`src/rtl/dcg_pkg.sv`:
```
package dcg_pkg;

    localparam int NUM_BANKS = 4;
    localparam int CLK_PS    = 5000;

    typedef enum logic [1:0] {
        CMD_ACT = 2'd0,
        CMD_RD  = 2'd1,
        CMD_WR  = 2'd2,
        CMD_PRE = 2'd3
    } cmd_e;

    function automatic int ps_to_cyc(int ps, int clk_ps);
        return (ps + clk_ps - 1) / clk_ps;
    endfunction

    function automatic int max_int(int a, int b);
        return (a > b) ? a : b;
    endfunction

    localparam int T_RCD_CYC   = ps_to_cyc(18000, CLK_PS);
    localparam int T_RP_CYC    = ps_to_cyc(18000, CLK_PS);
    localparam int T_CL_CYC    = ps_to_cyc(18000, CLK_PS);
    localparam int T_BURST_CYC = ps_to_cyc(20000, CLK_PS);
    localparam int T_WTR_CYC   = max_int(2, ps_to_cyc(15000, CLK_PS));
    localparam int ACT_WIN_CYC = ps_to_cyc(50000, CLK_PS);
    localparam int ACT_LIMIT   = 2;

endpackage

```
`src/rtl/dcg_bank.sv`:
```
module dcg_bank
    import dcg_pkg::*;
#(
    parameter int T_RCD = T_RCD_CYC,
    parameter int T_RP  = T_RP_CYC,
    localparam int TW   = $clog2(max_int(T_RCD, T_RP) + 1)
) (
    input  logic clk,
    input  logic rst,
    input  logic sel_i,
    input  cmd_e op_i,
    output logic open_o,
    output logic ready_o
);

    logic          open_q;
    logic [TW-1:0] tmr_q;

    always_ff @(posedge clk) begin
        if (rst) begin
            open_q <= 1'b0;
            tmr_q  <= '0;
        end else begin
            if (tmr_q != '0) tmr_q <= tmr_q - 1'b1;
            if (sel_i) begin
                case (op_i)
                    CMD_ACT: begin
                        open_q <= 1'b1;
                        tmr_q  <= TW'(T_RCD - 1);
                    end
                    CMD_PRE: begin
                        open_q <= 1'b0;
                        tmr_q  <= TW'(T_RP - 1);
                    end
                    default: ;
                endcase
            end
        end
    end

    assign open_o  = open_q;
    assign ready_o = (tmr_q == '0);


    bank_open_src_chk: assert property (@(posedge clk) disable iff (rst)
        $rose(open_q) |-> $past(sel_i && op_i == CMD_ACT));


    bank_tmr_chk: assert property (@(posedge clk) disable iff (rst)
        (sel_i && op_i != CMD_PRE) |-> tmr_q == '0);

endmodule

```
`src/rtl/dcg_act_window.sv`:
```
module dcg_act_window
    import dcg_pkg::*;
#(
    parameter int ACT_WIN = ACT_WIN_CYC,
    parameter int LIMIT   = ACT_LIMIT,
    localparam int WW     = $clog2(ACT_WIN + 1)
) (
    input  logic clk,
    input  logic rst,
    input  logic act_i,
    output logic ok_o
);

    logic [WW-1:0]    slot_q [LIMIT];
    logic [LIMIT-1:0] free;
    logic [LIMIT-1:0] pick;
    logic [LIMIT-1:0] fresh;

    always_comb begin
        logic taken;
        taken = 1'b0;
        pick  = '0;
        for (int i = 0; i < LIMIT; i++) begin
            if (free[i] && !taken) begin
                pick[i] = 1'b1;
                taken   = 1'b1;
            end
        end
    end

    for (genvar i = 0; i < LIMIT; i++) begin : g_slot
        assign free[i]  = (slot_q[i] == '0);
        assign fresh[i] = (slot_q[i] == WW'(ACT_WIN - 1));
        always_ff @(posedge clk) begin
            if (rst)                  slot_q[i] <= '0;
            else if (act_i && pick[i]) slot_q[i] <= WW'(ACT_WIN - 1);
            else if (!free[i])        slot_q[i] <= slot_q[i] - 1'b1;
        end
    end

    assign ok_o = |free;


    win_free_chk: assert property (@(posedge clk) disable iff (rst)
        act_i |-> ok_o);


    win_load_chk: assert property (@(posedge clk) disable iff (rst)
        act_i |=> $countones(fresh) == 1);

endmodule

```
`src/rtl/dcg_col_bus.sv`:
```
module dcg_col_bus
    import dcg_pkg::*;
#(
    parameter int T_BURST = T_BURST_CYC,
    parameter int T_WTR   = T_WTR_CYC,
    parameter int T_CL    = T_CL_CYC,
    localparam int T_W2R  = T_BURST + T_WTR,
    localparam int CW     = $clog2(T_W2R + 1)
) (
    input  logic clk,
    input  logic rst,
    input  logic rd_i,
    input  logic wr_i,
    output logic col_ok_o,
    output logic rd_ok_o,
    output logic rd_data_o
);

    logic [CW-1:0]   col_q;
    logic [CW-1:0]   w2r_q;
    logic [T_CL-1:0] rd_pipe;

    always_ff @(posedge clk) begin
        if (rst) begin
            col_q <= '0;
            w2r_q <= '0;
        end else begin
            if (rd_i || wr_i)      col_q <= CW'(T_BURST - 1);
            else if (col_q != '0) col_q <= col_q - 1'b1;
            if (wr_i)              w2r_q <= CW'(T_W2R - 1);
            else if (w2r_q != '0) w2r_q <= w2r_q - 1'b1;
        end
    end

    if (T_CL == 1) begin : g_cl_one
        always_ff @(posedge clk) begin
            if (rst) rd_pipe <= '0;
            else     rd_pipe <= rd_i;
        end
    end else begin : g_cl_shift
        always_ff @(posedge clk) begin
            if (rst) rd_pipe <= '0;
            else     rd_pipe <= {rd_pipe[T_CL-2:0], rd_i};
        end
    end

    assign col_ok_o  = (col_q == '0);
    assign rd_ok_o   = (w2r_q == '0);
    assign rd_data_o = rd_pipe[T_CL-1];


    col_gap_chk: assert property (@(posedge clk) disable iff (rst)
        (rd_i || wr_i) |-> col_q == '0);


    col_single_chk: assert property (@(posedge clk) disable iff (rst)
        !(rd_i && wr_i));


    rd_turn_chk: assert property (@(posedge clk) disable iff (rst)
        rd_i |-> w2r_q == '0);

    if (T_BURST >= T_CL) begin : g_pipe_chk

        rd_pipe_chk: assert property (@(posedge clk) disable iff (rst)
            $onehot0(rd_pipe));
    end

endmodule

```
`src/rtl/dram_cmd_guard.sv`:
```
module dram_cmd_guard
    import dcg_pkg::*;
#(
    parameter int NB        = NUM_BANKS,
    parameter int T_RCD     = T_RCD_CYC,
    parameter int T_RP      = T_RP_CYC,
    parameter int T_CL      = T_CL_CYC,
    parameter int T_BURST   = T_BURST_CYC,
    parameter int T_WTR     = T_WTR_CYC,
    parameter int ACT_WIN   = ACT_WIN_CYC,
    parameter int ACT_LIM   = ACT_LIMIT,
    localparam int BW       = (NB > 1) ? $clog2(NB) : 1
) (
    input  logic          clk,
    input  logic          rst,
    input  logic          cmd_valid,
    input  logic [1:0]    cmd_op,
    input  logic [BW-1:0] cmd_bank,
    output logic          cmd_ready,
    output logic [NB-1:0] bank_open,
    output logic          rd_data_start
);

    cmd_e          op;
    logic          issue;
    logic [NB-1:0] bank_rdy;
    logic [NB-1:0] bank_sel;
    logic          win_ok;
    logic          col_ok;
    logic          rd_ok;
    logic          in_range;
    logic          tgt_open;
    logic          tgt_rdy;

    assign op       = cmd_e'(cmd_op);
    assign in_range = (32'(cmd_bank) < NB);
    assign tgt_open = in_range && bank_open[cmd_bank];
    assign tgt_rdy  = in_range && bank_rdy[cmd_bank];
    assign issue    = cmd_valid && cmd_ready;

    always_comb begin
        case (op)
            CMD_ACT: cmd_ready = in_range && !tgt_open && tgt_rdy && win_ok;
            CMD_RD:  cmd_ready = tgt_open && tgt_rdy && col_ok && rd_ok;
            CMD_WR:  cmd_ready = tgt_open && tgt_rdy && col_ok;
            default: cmd_ready = tgt_open;
        endcase
    end

    for (genvar b = 0; b < NB; b++) begin : g_bank
        assign bank_sel[b] = issue && (32'(cmd_bank) == b);
        dcg_bank #(.T_RCD(T_RCD), .T_RP(T_RP)) u_bank (
            .clk    (clk),
            .rst    (rst),
            .sel_i  (bank_sel[b]),
            .op_i   (op),
            .open_o (bank_open[b]),
            .ready_o(bank_rdy[b])
        );
    end

    dcg_act_window #(.ACT_WIN(ACT_WIN), .LIMIT(ACT_LIM)) u_win (
        .clk  (clk),
        .rst  (rst),
        .act_i(issue && op == CMD_ACT),
        .ok_o (win_ok)
    );

    dcg_col_bus #(.T_BURST(T_BURST), .T_WTR(T_WTR), .T_CL(T_CL)) u_bus (
        .clk      (clk),
        .rst      (rst),
        .rd_i     (issue && op == CMD_RD),
        .wr_i     (issue && op == CMD_WR),
        .col_ok_o (col_ok),
        .rd_ok_o  (rd_ok),
        .rd_data_o(rd_data_start)
    );


    top_idle_col_chk: assert property (@(posedge clk) disable iff (rst)
        (op != CMD_ACT && !tgt_open) |-> !cmd_ready);


    top_open_act_chk: assert property (@(posedge clk) disable iff (rst)
        (op == CMD_ACT && tgt_open) |-> !cmd_ready);


    top_hold_chk: assert property (@(posedge clk) disable iff (rst)
        !cmd_valid |=> $stable(bank_open));

endmodule

```
`config.mk`:
```
export PLATFORM = sky130hd
export DESIGN_NAME = dram_cmd_guard
export DESIGN_NICKNAME = d
export VERILOG_FILES = /design/src/rtl/dcg_pkg.sv /design/src/rtl/dcg_bank.sv /design/src/rtl/dcg_act_window.sv /design/src/rtl/dcg_col_bus.sv /design/src/rtl/dram_cmd_guard.sv
export SDC_FILE = /design/constraint.sdc
export NUM_CORES = 1
export LEC_CHECK = 0
export BUFFER_PORTS_ARGS = -buffer_cell sky130_fd_sc_hd__buf_2
export CORE_MARGIN = 5
export CORE_UTILIZATION = 25
export CTS_CLUSTER_SIZE = 20
export DETAILED_ROUTE_END_ITERATION = 10
export PLACE_DENSITY_LB_ADDON = 0.12
export SLEW_MARGIN = 20
export SYNTH_ARGS = -nofsm -noshare
export SYNTH_HDL_FRONTEND = slang
export SYNTH_SLANG_ARGS = --single-unit
```
`constraint.sdc`:
```
create_clock -name clk -period 7 [get_ports clk]
set_input_delay 0.35 -clock clk [delete_from_list [all_inputs] [get_ports clk]]
set_output_delay 0.35 -clock clk [all_outputs]
set_load 0.01 [all_outputs]
```
After elaboration in Yosys (flattened, before gate mapping). Memories as Yosys holds them, arrays and structs flattened. Index checks and enable logic that the tools add are counted.

Add/sub/neg operators: 8. $mul: 0. Divide/modulo/power cells: 0. Order comparisons: 1. Equal/unequal tests: 6. Shift operators: 0. Multiplexer cells: 44. Bitwise logic cells: 4. Reductions and logical operators: 46.

Operators by type and width (number): 3-bit two-way mux (14); 1-bit two-way mux (20); 3-bit zero test (6); 3-bit nonzero test (6); 3-bit by 1-bit subtractor with 3-bit output, second input constant (6); 1-bit logical AND (16); 4-bit two-way mux (4); 2-bit == test, second input constant (4); 4-bit zero test (2); 2-bit AND reduction (4); 2-bit OR reduction (4); 4-bit by 1-bit subtractor with 4-bit output, second input constant (2); 2-bit nonzero test (3); 1-bit binary-select mux with 2-bit select (2); 2-bit by 1-bit == test with 1-bit output, second input constant (2); 2-bit zero test (2); 2-bit two-way mux (2); 1-bit bitwise OR (4); 2-bit by 3-bit less-than comparator with 1-bit output, second input constant (1); 1-bit one-hot mux with 3 select lines (1); 1-bit zero test (2); 1-bit one-hot mux with 2 select lines (1); 1-bit logical OR (1).

Register bits: 26. Latch bits: 0. RAM bits: 8. Bits in read-only memories: 0. Logic and storage cells: 123. Memories kept: 1.

Memory list: u_win.slot_q (depth 2, bits a word 4, rd ports 2, clocked after Yosys merged registers in 0, wr ports 2, line dcg_act_window.sv:14) `logic [WW-1:0] slot_q [LIMIT];`.

Logic depth before layout (Yosys ltp). Gate-level depths: netlist of the first run.

Depth in word-level cells: 15. Mapped depth: 8. Mapped depth without buffers: 7.

Cells and area by module. From an unflattened synthesis of the first run, not the netlist that was laid out.

Cell total of the unflattened synthesis: 188. Area total of the unflattened synthesis: 1890.6 um2.

Modules (own cells, without submodules): dcg_bank (instances 4, cells an instance 21, area an instance 211.5 um2); dcg_act_window (instances 1, cells an instance 44, area an instance 455.4 um2); dcg_col_bus (instances 1, cells an instance 42, area an instance 414.1 um2); dram_cmd_guard (instances 1, cells an instance 18, area an instance 175.2 um2).

Worst setup path before layout of the first run. Ideal clock, no wire load.

Kind: register to register. Start point: register g_bank[3].u_bank.tmr_q[0]. End point: memory u_win.slot_q[1][0] (netlist name), enable pin. Library setup time: 373 ps. Arrival time: 2116 ps. Required time: 6627 ps. Path slack: 4511 ps. Stages on the path, launching flop included: 8. Period minus slack after synthesis: 2489 ps. Cell sequence: dfxtp_1 -> inv_1 -> ha_1 -> nand2b_4 -> mux4_2 -> o311ai_4 -> nand3_2 -> o31ai_1.

RTL lines: start: declaration (line dcg_bank.sv:17) `logic [TW-1:0] tmr_q;`; start signal: assignment (line dcg_bank.sv:24) `if (tmr_q != '0) tmr_q <= tmr_q - 1'b1;`; start signal: assignment (line dcg_bank.sv:29) `tmr_q <= TW'(T_RCD - 1);`; start signal: assignment (line dcg_bank.sv:33) `tmr_q <= TW'(T_RP - 1);`; end: declaration (line dcg_act_window.sv:14).

==> out/metrics.yaml, run 1 <==
cts:
  clkTransAtPathRegs_ps: 80
  hold_buffers: 0
  cts_resized: 0
  htreeDepth: 2
  clock_latency_ps: 290
  cts_tree: "done"
  cts_buffers: 5
  postCtsSetupRepairBufs: 0
  cts_num_sinks: 34
  clock_tree.buffer_depth: 2
  root_buffer: "clkbuf_8"
placement:
  port_buffers: 12
  dp.cells: 302
  dp.final_hpwl_um: 2810
  place.gp.congestion: 0.712
power_and_ir_drop:
  switching_share: 0.349
  power.switching_mw: 0.296
  p_int_mw: 0.553
  ir_drop_v: 0.000118
  seqPwrFrac: 0.364
  pwr-share-comb: 0.425
  power_frac_clock: 0.211
  power.density_mw_per_mm2: 388
  p_leak_nw: 0.895
synthesis:
  synth_cell_type_count: 41
  synth_top_area_cell: "dfxtp_1"
  yosysWarnings: 0
  synthTopCellsByArea: "dfxtp_1 (27%), edfxtp_1 (12%), ha_1 (12%), inv_1 (4.2%), mux2i_1 (4.1%)"
  synth_seq_area_share: 0.389
  synth-edff-count: 8
  synth_top_area_share: 0.266
  syn_area_per_cell_um2: 9.93
  syn_nets: 223
  synth-async-reset-ratio: 0
  synth_seq_cells: 34
  synthCells: 197
  synth_ff_type: "dfxtp_1"
  syn_area_mm2: 0.00196
sta:
  finalSetupTns_ps: 0
  drv_slew: 0
  finalClockSkew_ps: 15.8
  fmax_mhz: 339
  post-route-period-util: 0.421
  setup_viol: 0
  hold_viol: 0
  worst-slew-pin-transition_ps: 627
  grt_setup_unrepaired: "false"
  timing.slew.headroom: 0.582
  fin_crit_ps: 2950
setup_path:
  critPathMaxFanout: 12
  regToRegSetupSlack_ps: 4050
  cp_slowest_stage_delay_ps: 620
  cp-start-kind: "register"
  crit_type: "register to register"
  cp-end-kind: "register"
  worst_ep_required_time_ps: 6920
  path_cells: "inv_1, ha_1, nand2b_4, mux4_2, o21bai_1, nand3_2, o31ai_1"
  rr_endpoint: "u_win.slot_q[1][2]"
  critPathArrivalTime_ps: 2870
  r2r_cells: 7
  crit_slowest_cell: "o31ai_1"
  r2r_start: "g_bank[0].u_bank.tmr_q[0]"
floorplan:
  die_h_um: 98.5
  fp-row-count: 32
  ios: 13
  start_util: 0.255
  coreArea_mm2: 0.00769
  die-area_mm2: 0.00970
  die_x_um: 98.5
hold_path:
  whs_endpoint: "u_bus.w2r_q[0]"
  hp-start: "cmd_valid"
  worstHoldPathCells: 2
  min_path_type: "input pin to register"
detailed_routing:
  drcViolationCount: 0
  ant_nets: 0
  drt_pass1_iterations: 3
  drt_wl_total_um: 3740
  routed-via-count: 1332
  routed_via_density: 4.30
  first_iter_violations: 36
  wl_per_cell_um: 12.1
grt:
  grt_start_max_net_pins: 35
  grt-ovfl-total: 0
  antenna_found_initial: 0
  grt_use_total: 0.0801
  grt_pass1_vias: 1248
  grt_pass1_wl_um: 6150
run:
  cap_violations: 0
outcome:
  outcome: "finished clean"
cells_and_area:
  syn2layout_area_growth_pct: 12.1
  nets: 233
  final_cells: 310
  num_antenna_cells: 0
  drive_gt1_frac: 0.163
-- cell usage in the layout, fill, tap and decap left out, types with 2 or more instances in the layout --
cell      synthesis  routed
nor3_1            4       4
o22ai_1           5       5
nand2b_1          7       7
xnor2_1           9       9
nand4_1           3       3
dfxtp_1          26      26
a311oi_1          4       4
mux4_2            2       2
inv_1            22      22
o22ai_2           3       3
o21ai_0           6       6
nor2b_1           6       6
nand2_1           6       6
nor2_1           14      14
mux2i_1           8       8
nor3b_1           2       2
clkbuf_8          0       5
a21oi_1          11      11
clkbuf_1          3       2
or2_2             3       3
ha_1             19      19
nand2b_4          4       4
edfxtp_1          8       8
buf_2             1      12
-- kinds of logic (layout without fill, tap and decap cells) --
logic type,count (synthesis),count (layout),synth area share
simple gates,56,56,0.173
mux,10,10,0.0639
buf+inv,31,42,0.0716
xor+xnor,10,10,0.0448
fa+ha+maj,19,19,0.121
compound gates,37,37,0.136
flops,34,34,0.389
-- area by class of cell --
cell class | instances | area (um^2)
Fill cell | 853 | 5490
Multi-Input combinational cell | 132 | 1060
Sequential cell | 34 | 761
Tap cell | 102 | 128
Inverter | 22 | 82.6
Clock buffer | 7 | 76.3
Timing Repair Buffer | 12 | 60.1
Clock inverter | 1 | 30.0
-- per-stage QoR --
stage	power, mW	util	worst slack (ps)	hold slack, ps	area (um^2)
after global routing	0.925	0.285	3800	332	2190
after detailed placement	0.679	0.271	4030	425	2090
after floorplan	0.615	-	4510	414	1960
after CTS	0.864	0.285	4020	314	2190
after global placement	0.685	0.271	4090	425	2090
final	0.850	0.285	4050	313	2190
-- state kept, by name (all words and copies together) (netlist names) --
signal	cells
g_bank.u_bank.tmr_q	12
u_win.slot_q	8
g_bank.u_bank.open_o	4
u_bus.w2r_q	3
u_bus.col_q	3
u_bus.rd_pipe	4
-- power by group through the flow --
stage               combinational [mW]  clock, mW  sequential, mW
detailed placement               0.365          0           0.315
global placement                 0.371          0           0.315
floorplan                        0.310          0           0.305
CTS                              0.369      0.185           0.310
finish                           0.361      0.179           0.310
global route                     0.414      0.193           0.318
-- cell usage after synthesis (6+ instances only) --
cell	n
xnor2_1	9
edfxtp_1	8
nor2b_1	6
dfxtp_1	26
ha_1	19
inv_1	22
nand2b_1	7
o21ai_0	6
nor2_1	14
mux2i_1	8
nand2_1	6
a21oi_1	11
-- per-layer routing --
layer,GRT usage,wire [um]
met1,0.110,1950
met2,0.116,1630
met3,0.0262,131
met4,0.0315,31
met5,0,0
-- worst max path at each step --
stage,start,end,cells after the start
4_1_cts,g_bank[2].u_bank.tmr_q[0],u_win.slot_q[1][1],7
2_1_floorplan,g_bank[3].u_bank.tmr_q[0],u_win.slot_q[1][0],7
5_1_grt,u_win.slot_q[1][0],u_win.slot_q[1][0],7
3_5_place_dp,g_bank[3].u_bank.tmr_q[0],u_win.slot_q[1][1],7
3_3_place_gp,g_bank[3].u_bank.tmr_q[0],u_win.slot_q[1][1],7
6_report,g_bank[0].u_bank.tmr_q[0],u_win.slot_q[1][2],7
-- worst max-delay path: cells and delay by family, from the launching register on --
kind,cells,cell delay (ps)
compound gates,2,1020
fa+ha+maj,1,210
mux,1,520
buf+inv,1,80
flops,1,320
simple gates,2,430
(Power assumes the default switching activity.)
==> run 2: changes to the inputs <==
==> constraint.sdc (replaced) <==
create_clock -name clk -period 2.8 [get_ports clk]
set_input_delay 0.14 -clock clk [delete_from_list [all_inputs] [get_ports clk]]
set_output_delay 0.14 -clock clk [all_outputs]
set_load 0.01 [all_outputs]
==> out/metrics.yaml, run 2 (synthesis gave the netlist of run 1 again) <==
sta:
  timing.slew.headroom: 0.589  # was 0.582
  hold_ws_ps: 127  # was 313 ps
  fmax_mhz: 386
  grt_setup_unrepaired: "false"  # unchanged
  post-route-period-util: 0.925
  drv_slew: 0  # unchanged
  setup_viol: 0  # unchanged
  worst-slew-pin-transition_ps: 616  # was 627 ps
  fin_crit_ps: 2590
  hold_viol: 0  # unchanged
  finalClockSkew_ps: 5.75  # was 15.8 ps
  finalSetupTns_ps: 0  # unchanged
detailed_routing:
  drt_wl_total_um: 3770  # was 3740 um
  ant_nets: 0  # unchanged
  top_layer_used: "met4"  # unchanged
  drcViolationCount: 0  # unchanged
  first_iter_violations: 24  # was 36
  routed-via-count: 1350  # was 1332
  drt_pass1_iterations: 4  # was 3
  wl_per_cell_um: 12.0  # was 12.1 um
  routed-wl-met2_um: 1670  # was 1630 um
  routed-wl-met3_um: 96  # was 131 um
  routed_via_density: 4.31  # was 4.30
  wl_met1_um: 1960  # was 1950 um
cells_and_area:
  nets: 236  # was 233
  syn2layout_area_growth_pct: 12.7  # was 12.1%
  largest_register_ffs: 12  # unchanged
  layout_commonest_cell: "dfxtp_1"  # unchanged
  regMostFlops: "g_bank.u_bank.tmr_q"  # unchanged
  largestRegisters: "g_bank.u_bank.tmr_q: 12 flops, u_win.slot_q: 8 flops"  # unchanged
  fin_area_mm2: 0.00220  # was 0.00219 mm^2
  drive_gt1_frac: 0.180  # was 0.163
  final_cell_mix: "dfxtp_1 (26), inv_1 (22), ha_1 (19)"  # unchanged
  num_antenna_cells: 0  # unchanged
  fin_util: 0.287  # was 0.285
grt:
  grt_pass1_wl_um: 6480  # was 6150 um
  grt_start_max_net_pins: 35  # unchanged
  antenna_found_initial: 0  # unchanged
  grt_pass1_vias: 1322  # was 1248
  grt_use_total: 0.0834  # was 0.0801
  grt-ovfl-total: 0  # unchanged
cts:
  clock_tree.buffer_depth: 2  # unchanged
  clock_latency_ps: 280  # was 290 ps
  cts_num_sinks: 34  # unchanged
  htreeDepth: 2  # unchanged
  cts_tree: "done"  # unchanged
  clkTransAtPathRegs_ps: 70  # was 80 ps
  cts_buffers: 5  # unchanged
  hold_buffers: 0  # unchanged
  root_buffer: "clkbuf_8"  # unchanged
floorplan:
  die_x_um: 98.5  # unchanged
  coreArea_mm2: 0.00769  # unchanged
  die-area_mm2: 0.00970  # unchanged
  ios: 13  # unchanged
  die_h_um: 98.5  # unchanged
  start_util: 0.255  # unchanged
  fp-row-count: 32  # unchanged
setup_path:
  cp-end-kind: "output port"  # was register
  critPathMaxFanout: 6  # was 12
  worst_ep_required_time_ps: 2660  # was 6920 ps
  crit_path_start: "g_bank[0].u_bank.tmr_q[0]"  # unchanged
  r2r_start: "g_bank[0].u_bank.tmr_q[0]"  # unchanged
  cp-start-kind: "register"  # unchanged
  critPathArrivalTime_ps: 2450  # was 2870 ps
  crit_type: "register to output port"  # was register to register
placement:
  port_buffers: 12  # unchanged
  place.gp.congestion: 0.773  # was 0.712
  place_area_mm2: 0.00211  # was 0.00209 mm^2
  dp.final_hpwl_um: 2910  # was 2810 um
hold_path:
  hp-start: "cmd_valid"  # unchanged
  min_path_type: "input pin to register"  # unchanged
power_and_ir_drop:
  ir_drop_v: 0.000216  # was 0.000118 V
  power.density_mw_per_mm2: 935  # was 388 mW/mm^2
  total_power_mw: 2.06  # was 0.850 mW
  p_leak_nw: 0.905  # was 0.895 nW
outcome:
  outcome: "finished clean"  # unchanged
run:
  cap_violations: 0  # unchanged
run 2: cell count changes in the layout (fill, tap and decap cells not counted), sizes merged:
| cell | before | now |
|---|---|---|
| clkbuf | 7 | 8 |
| buf | 12 | 15 |
| bufinv | 1 | 0 |
run 2: worst paths after layout:
path,end,slack [ps],cells after the start
hold reg to reg,u_bus.rd_pipe[3],440,1
setup / recovery,cmd_ready,210,7
hold / removal,u_bus.w2r_q[0],130,2
setup reg to reg,u_win.slot_q[1][1],270,8
run 2: area by class of cell:
cell class                 count  area, um^2
clock buffer                   8        90.1
fill                         864        5480
inverter                      22        82.6
multi-input combinational    132        1060
sequential                    34         761
tap                          102         128
timing repair buffer          15        82.6
run 2: power breakdown:
part	switching (mW)	leakage [nW]	total, mW	internal (mW)
combinational	0.470	0.558	0.918	0.448
clock	0.165	0.0455	0.366	0.200
sequential	0.0985	0.301	0.778	0.679
total	0.734	0.905	2.06	1.33
run 2: critical path, cell delays in order, from the launching register on:
cell and delay (ps):
dfxtp_1 320, inv_1 80, ha_1 210, nand2b_4 80
mux4_2 510, o311ai_4 420, and2_1 350, buf_2 190
run 2: timing repair:
action,in CTS,in global routing
setup endpoints to repair,0,1
buffers inserted,0,0
resized for setup,0,1
run 2: routing by layer:
metal / up-vias / global-route usage
li1: 702 / -
met1: 629 / 0.117
met2: 14 / 0.123
met3: 5 / 0.0191
met4: 0 / 0.0347
met5: - / 0
run 2: per-stage QoR:
stage | instances | worst slack, ps
finish | 313 | 209
CTS | 313 | 189
detailed placement | 305 | 280
global route | 313 | 46.1
global placement | 305 | 306
floorplan | 197 | 311
==> run 3: changes to the inputs <==
--- a/config.mk
+++ b/config.mk
@@ -5,6 +5,7 @@
 export SDC_FILE = /design/constraint.sdc
 export NUM_CORES = 1
 export LEC_CHECK = 0
+export ABC_AREA = 1
 export BUFFER_PORTS_ARGS = -buffer_cell sky130_fd_sc_hd__buf_2
 export CORE_MARGIN = 5
 export CORE_UTILIZATION = 25
==> out/metrics.yaml, run 3 <==
grt:
  grt_start_max_net_pins: 18  # was 35
  antenna_found_initial: 0  # unchanged
  grt-ovfl-total: 0  # unchanged
  grt_use_total: 0.0867  # was 0.0834
  grt_pass1_wl_um: 6930  # was 6480 um
  grt_pass1_vias: 1457  # was 1322
synthesis:
  synthCells: 249  # was 197
  syn_nets: 275  # was 223
  synthTopCellsByArea: "dfxtp_1 (26%), edfxtp_1 (12%), ha_1 (12%), inv_1 (8.1%), nand2_1 (6.7%)"  # was dfxtp_1 (27%), edfxtp_1 (12%), ha_1 (12%), inv_1 (4.2%), mux2i_1 (4.1%)
  synth_seq_area_share: 0.380  # was 0.389
  synth_top_area_share: 0.260  # was 0.266
  yosys.cell_count.top_type: "inv_1"  # was dfxtp_1
  synth-edff-count: 8  # unchanged
  synth_seq_cells: 34  # unchanged
  synth_cell_type_count: 30  # was 41
  yosysWarnings: 0  # unchanged
  synth-async-reset-ratio: 0  # unchanged
  syn_area_mm2: 0.00200  # was 0.00196 mm^2
  synth_ff_type: "dfxtp_1"  # unchanged
  syn_area_per_cell_um2: 8.04  # was 9.93 um^2
  synth_common_cells: "inv_1 (43), nand2_1 (36), dfxtp_1 (26), nor2_1 (26), a21oi_1 (21)"  # was dfxtp_1 (26), inv_1 (22), ha_1 (19)
  synth_top_area_cell: "dfxtp_1"  # unchanged
detailed_routing:
  first_iter_violations: 53  # was 24
  routed_via_density: 4.05  # was 4.31
  ant_nets: 0  # unchanged
  drt_pass1_iterations: 4  # unchanged
  wl_per_cell_um: 10.7  # was 12.0 um
  routed-via-count: 1470  # was 1350
  drcViolationCount: 0  # unchanged
  drt_wl_total_um: 3890  # was 3770 um
cells_and_area:
  layout_commonest_cell: "inv_1"  # was dfxtp_1
  nets: 286  # was 236
  largest_register_ffs: 12  # unchanged
  largestRegisters: "g_bank.u_bank.tmr_q: 12 flops, u_win.slot_q: 8 flops"  # unchanged
  regMostFlops: "g_bank.u_bank.tmr_q"  # unchanged
  fin_area_mm2: 0.00223  # was 0.00220 mm^2
  syn2layout_area_growth_pct: 11.1  # was 12.7%
  drive_gt1_frac: 0.153  # was 0.180
  num_antenna_cells: 0  # unchanged
  final_cell_mix: "inv_1 (43), nand2_1 (36), nor2_1 (26), dfxtp_1 (26), a21oi_1 (21)"  # was dfxtp_1 (26), inv_1 (22), ha_1 (19)
sta:
  grt_setup_unrepaired: "false"  # unchanged
  fin_crit_ps: 2040  # was 2590 ps
  drv_slew: 0  # unchanged
  post-route-period-util: 0.729  # was 0.925
  finalClockSkew_ps: 8.51  # was 5.75 ps
  hold_viol: 0  # unchanged
  setup_viol: 0  # unchanged
  worst-slew-pin-transition_ps: 464  # was 616 ps
  finalSetupTns_ps: 0  # unchanged
  fmax_mhz: 490  # was 386 MHz
  timing.slew.headroom: 0.690  # was 0.589
floorplan:
  start_util: 0.258  # was 0.255
  ios: 13  # unchanged
  fp-row-count: 32  # unchanged
  die_h_um: 99.5  # was 98.5 um
  die-area_mm2: 0.00990  # was 0.00970 mm^2
  coreArea_mm2: 0.00777  # was 0.00769 mm^2
  die_x_um: 99.5  # was 98.5 um
power_and_ir_drop:
  power.density_mw_per_mm2: 860  # was 935 mW/mm^2
  ir_drop_v: 0.000299  # was 0.000216 V
  p_leak_nw: 1.06  # was 0.905 nW
  total_power_mw: 1.91  # was 2.06 mW
setup_path:
  cp-start-kind: "register"  # unchanged
  r2r_cells: 12  # was 8
  endpoint: "u_win.slot_q[1][0]"  # was cmd_ready
  worst_ep_required_time_ps: 2770  # was 2660 ps
  crit_path_start: "g_bank[1].u_bank.tmr_q[0]"  # was g_bank[0].u_bank.tmr_q[0]
  r2r_start: "g_bank[1].u_bank.tmr_q[0]"  # was g_bank[0].u_bank.tmr_q[0]
  cp-end-kind: "register"  # was output port
  rr_endpoint: "u_win.slot_q[1][0]"  # was u_win.slot_q[1][1]
  critPathArrivalTime_ps: 2010  # was 2450 ps
  critPathMaxFanout: 10  # was 6
  crit_type: "register to register"  # was register to output port
  regToRegSetupSlack_ps: 760  # was 270 ps
placement:
  dp.final_hpwl_um: 2950  # was 2910 um
  place.gp.congestion: 0.705  # was 0.773
  place_area_mm2: 0.00213  # was 0.00211 mm^2
  port_buffers: 12  # unchanged
cts:
  cts_num_sinks: 34  # unchanged
  postCtsSetupRepairBufs: 0  # unchanged
  cts_resized: 0  # unchanged
  cts_buffers: 5  # unchanged
  root_buffer: "clkbuf_8"  # unchanged
  clock_latency_ps: 280  # about the same
  clock_tree.buffer_depth: 2  # unchanged
  cts_tree: "done"  # unchanged
  clkTransAtPathRegs_ps: 70  # about the same
  htreeDepth: 2  # unchanged
  hold_buffers: 0  # unchanged
hold_path:
  min_path_type: "input pin to register"  # unchanged
outcome:
  outcome: "finished clean"  # unchanged
run:
  cap_violations: 0  # unchanged
## run 3: worst max-delay path: stages (launching register included)
cell,delay [ps]
dfxtp_1,300
inv_1,100
ha_1,160
nand2_1,120
nand2_1,100
nand2_1,80
nor2_2,110
nand2_1,70
nand2_2,130
nand2_4,90
nor2_8,180
nand3_2,120
nand3_1,180
## run 3: worst min-delay path by stage
stage                           endpoint        startpoint  slack [ps]  cells after the start
6_report                  u_bus.col_q[0]               rst         270                      3
3_3_place_gp            u_bus.rd_pipe[2]  u_bus.rd_pipe[1]         400                      2
3_5_place_dp            u_bus.rd_pipe[3]  u_bus.rd_pipe[2]         400                      2
5_1_grt                   u_bus.col_q[0]               rst         290                      3
2_1_floorplan  g_bank[0].u_bank.tmr_q[1]         cmd_valid         380                      2
4_1_cts                   u_bus.col_q[0]               rst         270                      3
## run 3: final cells by class
type / count / area (um^2)
Multi-Input combinational cell: 160 / 1000
Inverter: 46 / 175
Clock inverter: 1 / 5.00
Sequential cell: 34 / 761
Tap cell: 102 / 128
Timing Repair Buffer: 13 / 67.6
Clock buffer: 7 / 86.3
Fill cell: 865 / 5540
## run 3: power by group
part           leakage [nW]  switching (mW)  internal (mW)
clock network        0.0482           0.174          0.198
logic                 0.711           0.477          0.332
registers             0.301          0.0656          0.667
total                  1.06           0.716           1.20
## run 3: layer usage
layer  track usage  share of wire
met3        0.0189          0.025
met1         0.113           0.50
met5             0              0
met4        0.0347          0.015
met2         0.138           0.46
## run 3: cell families after synthesis
group | share of synthesized area
and+or+nand+nor | 0.229
buffers and inverters | 0.119
DFF | 0.380
AOI/OAI and AO/OA | 0.0806
adders and majority gates | 0.119
xor gates and xnor gates | 0.0481
muxes | 0.0250
## run 3: per-stage QoR
step	setup slack (ps)	hold WS [ps]	cells	utilization
2_1_floorplan	1000	385	249	-
3_3_place_gp	768	404	355	0.275
3_5_place_dp	777	401	355	0.275
4_1_cts	747	270	363	0.287
5_1_grt	542	288	363	0.287
6_report	759	274	363	0.287
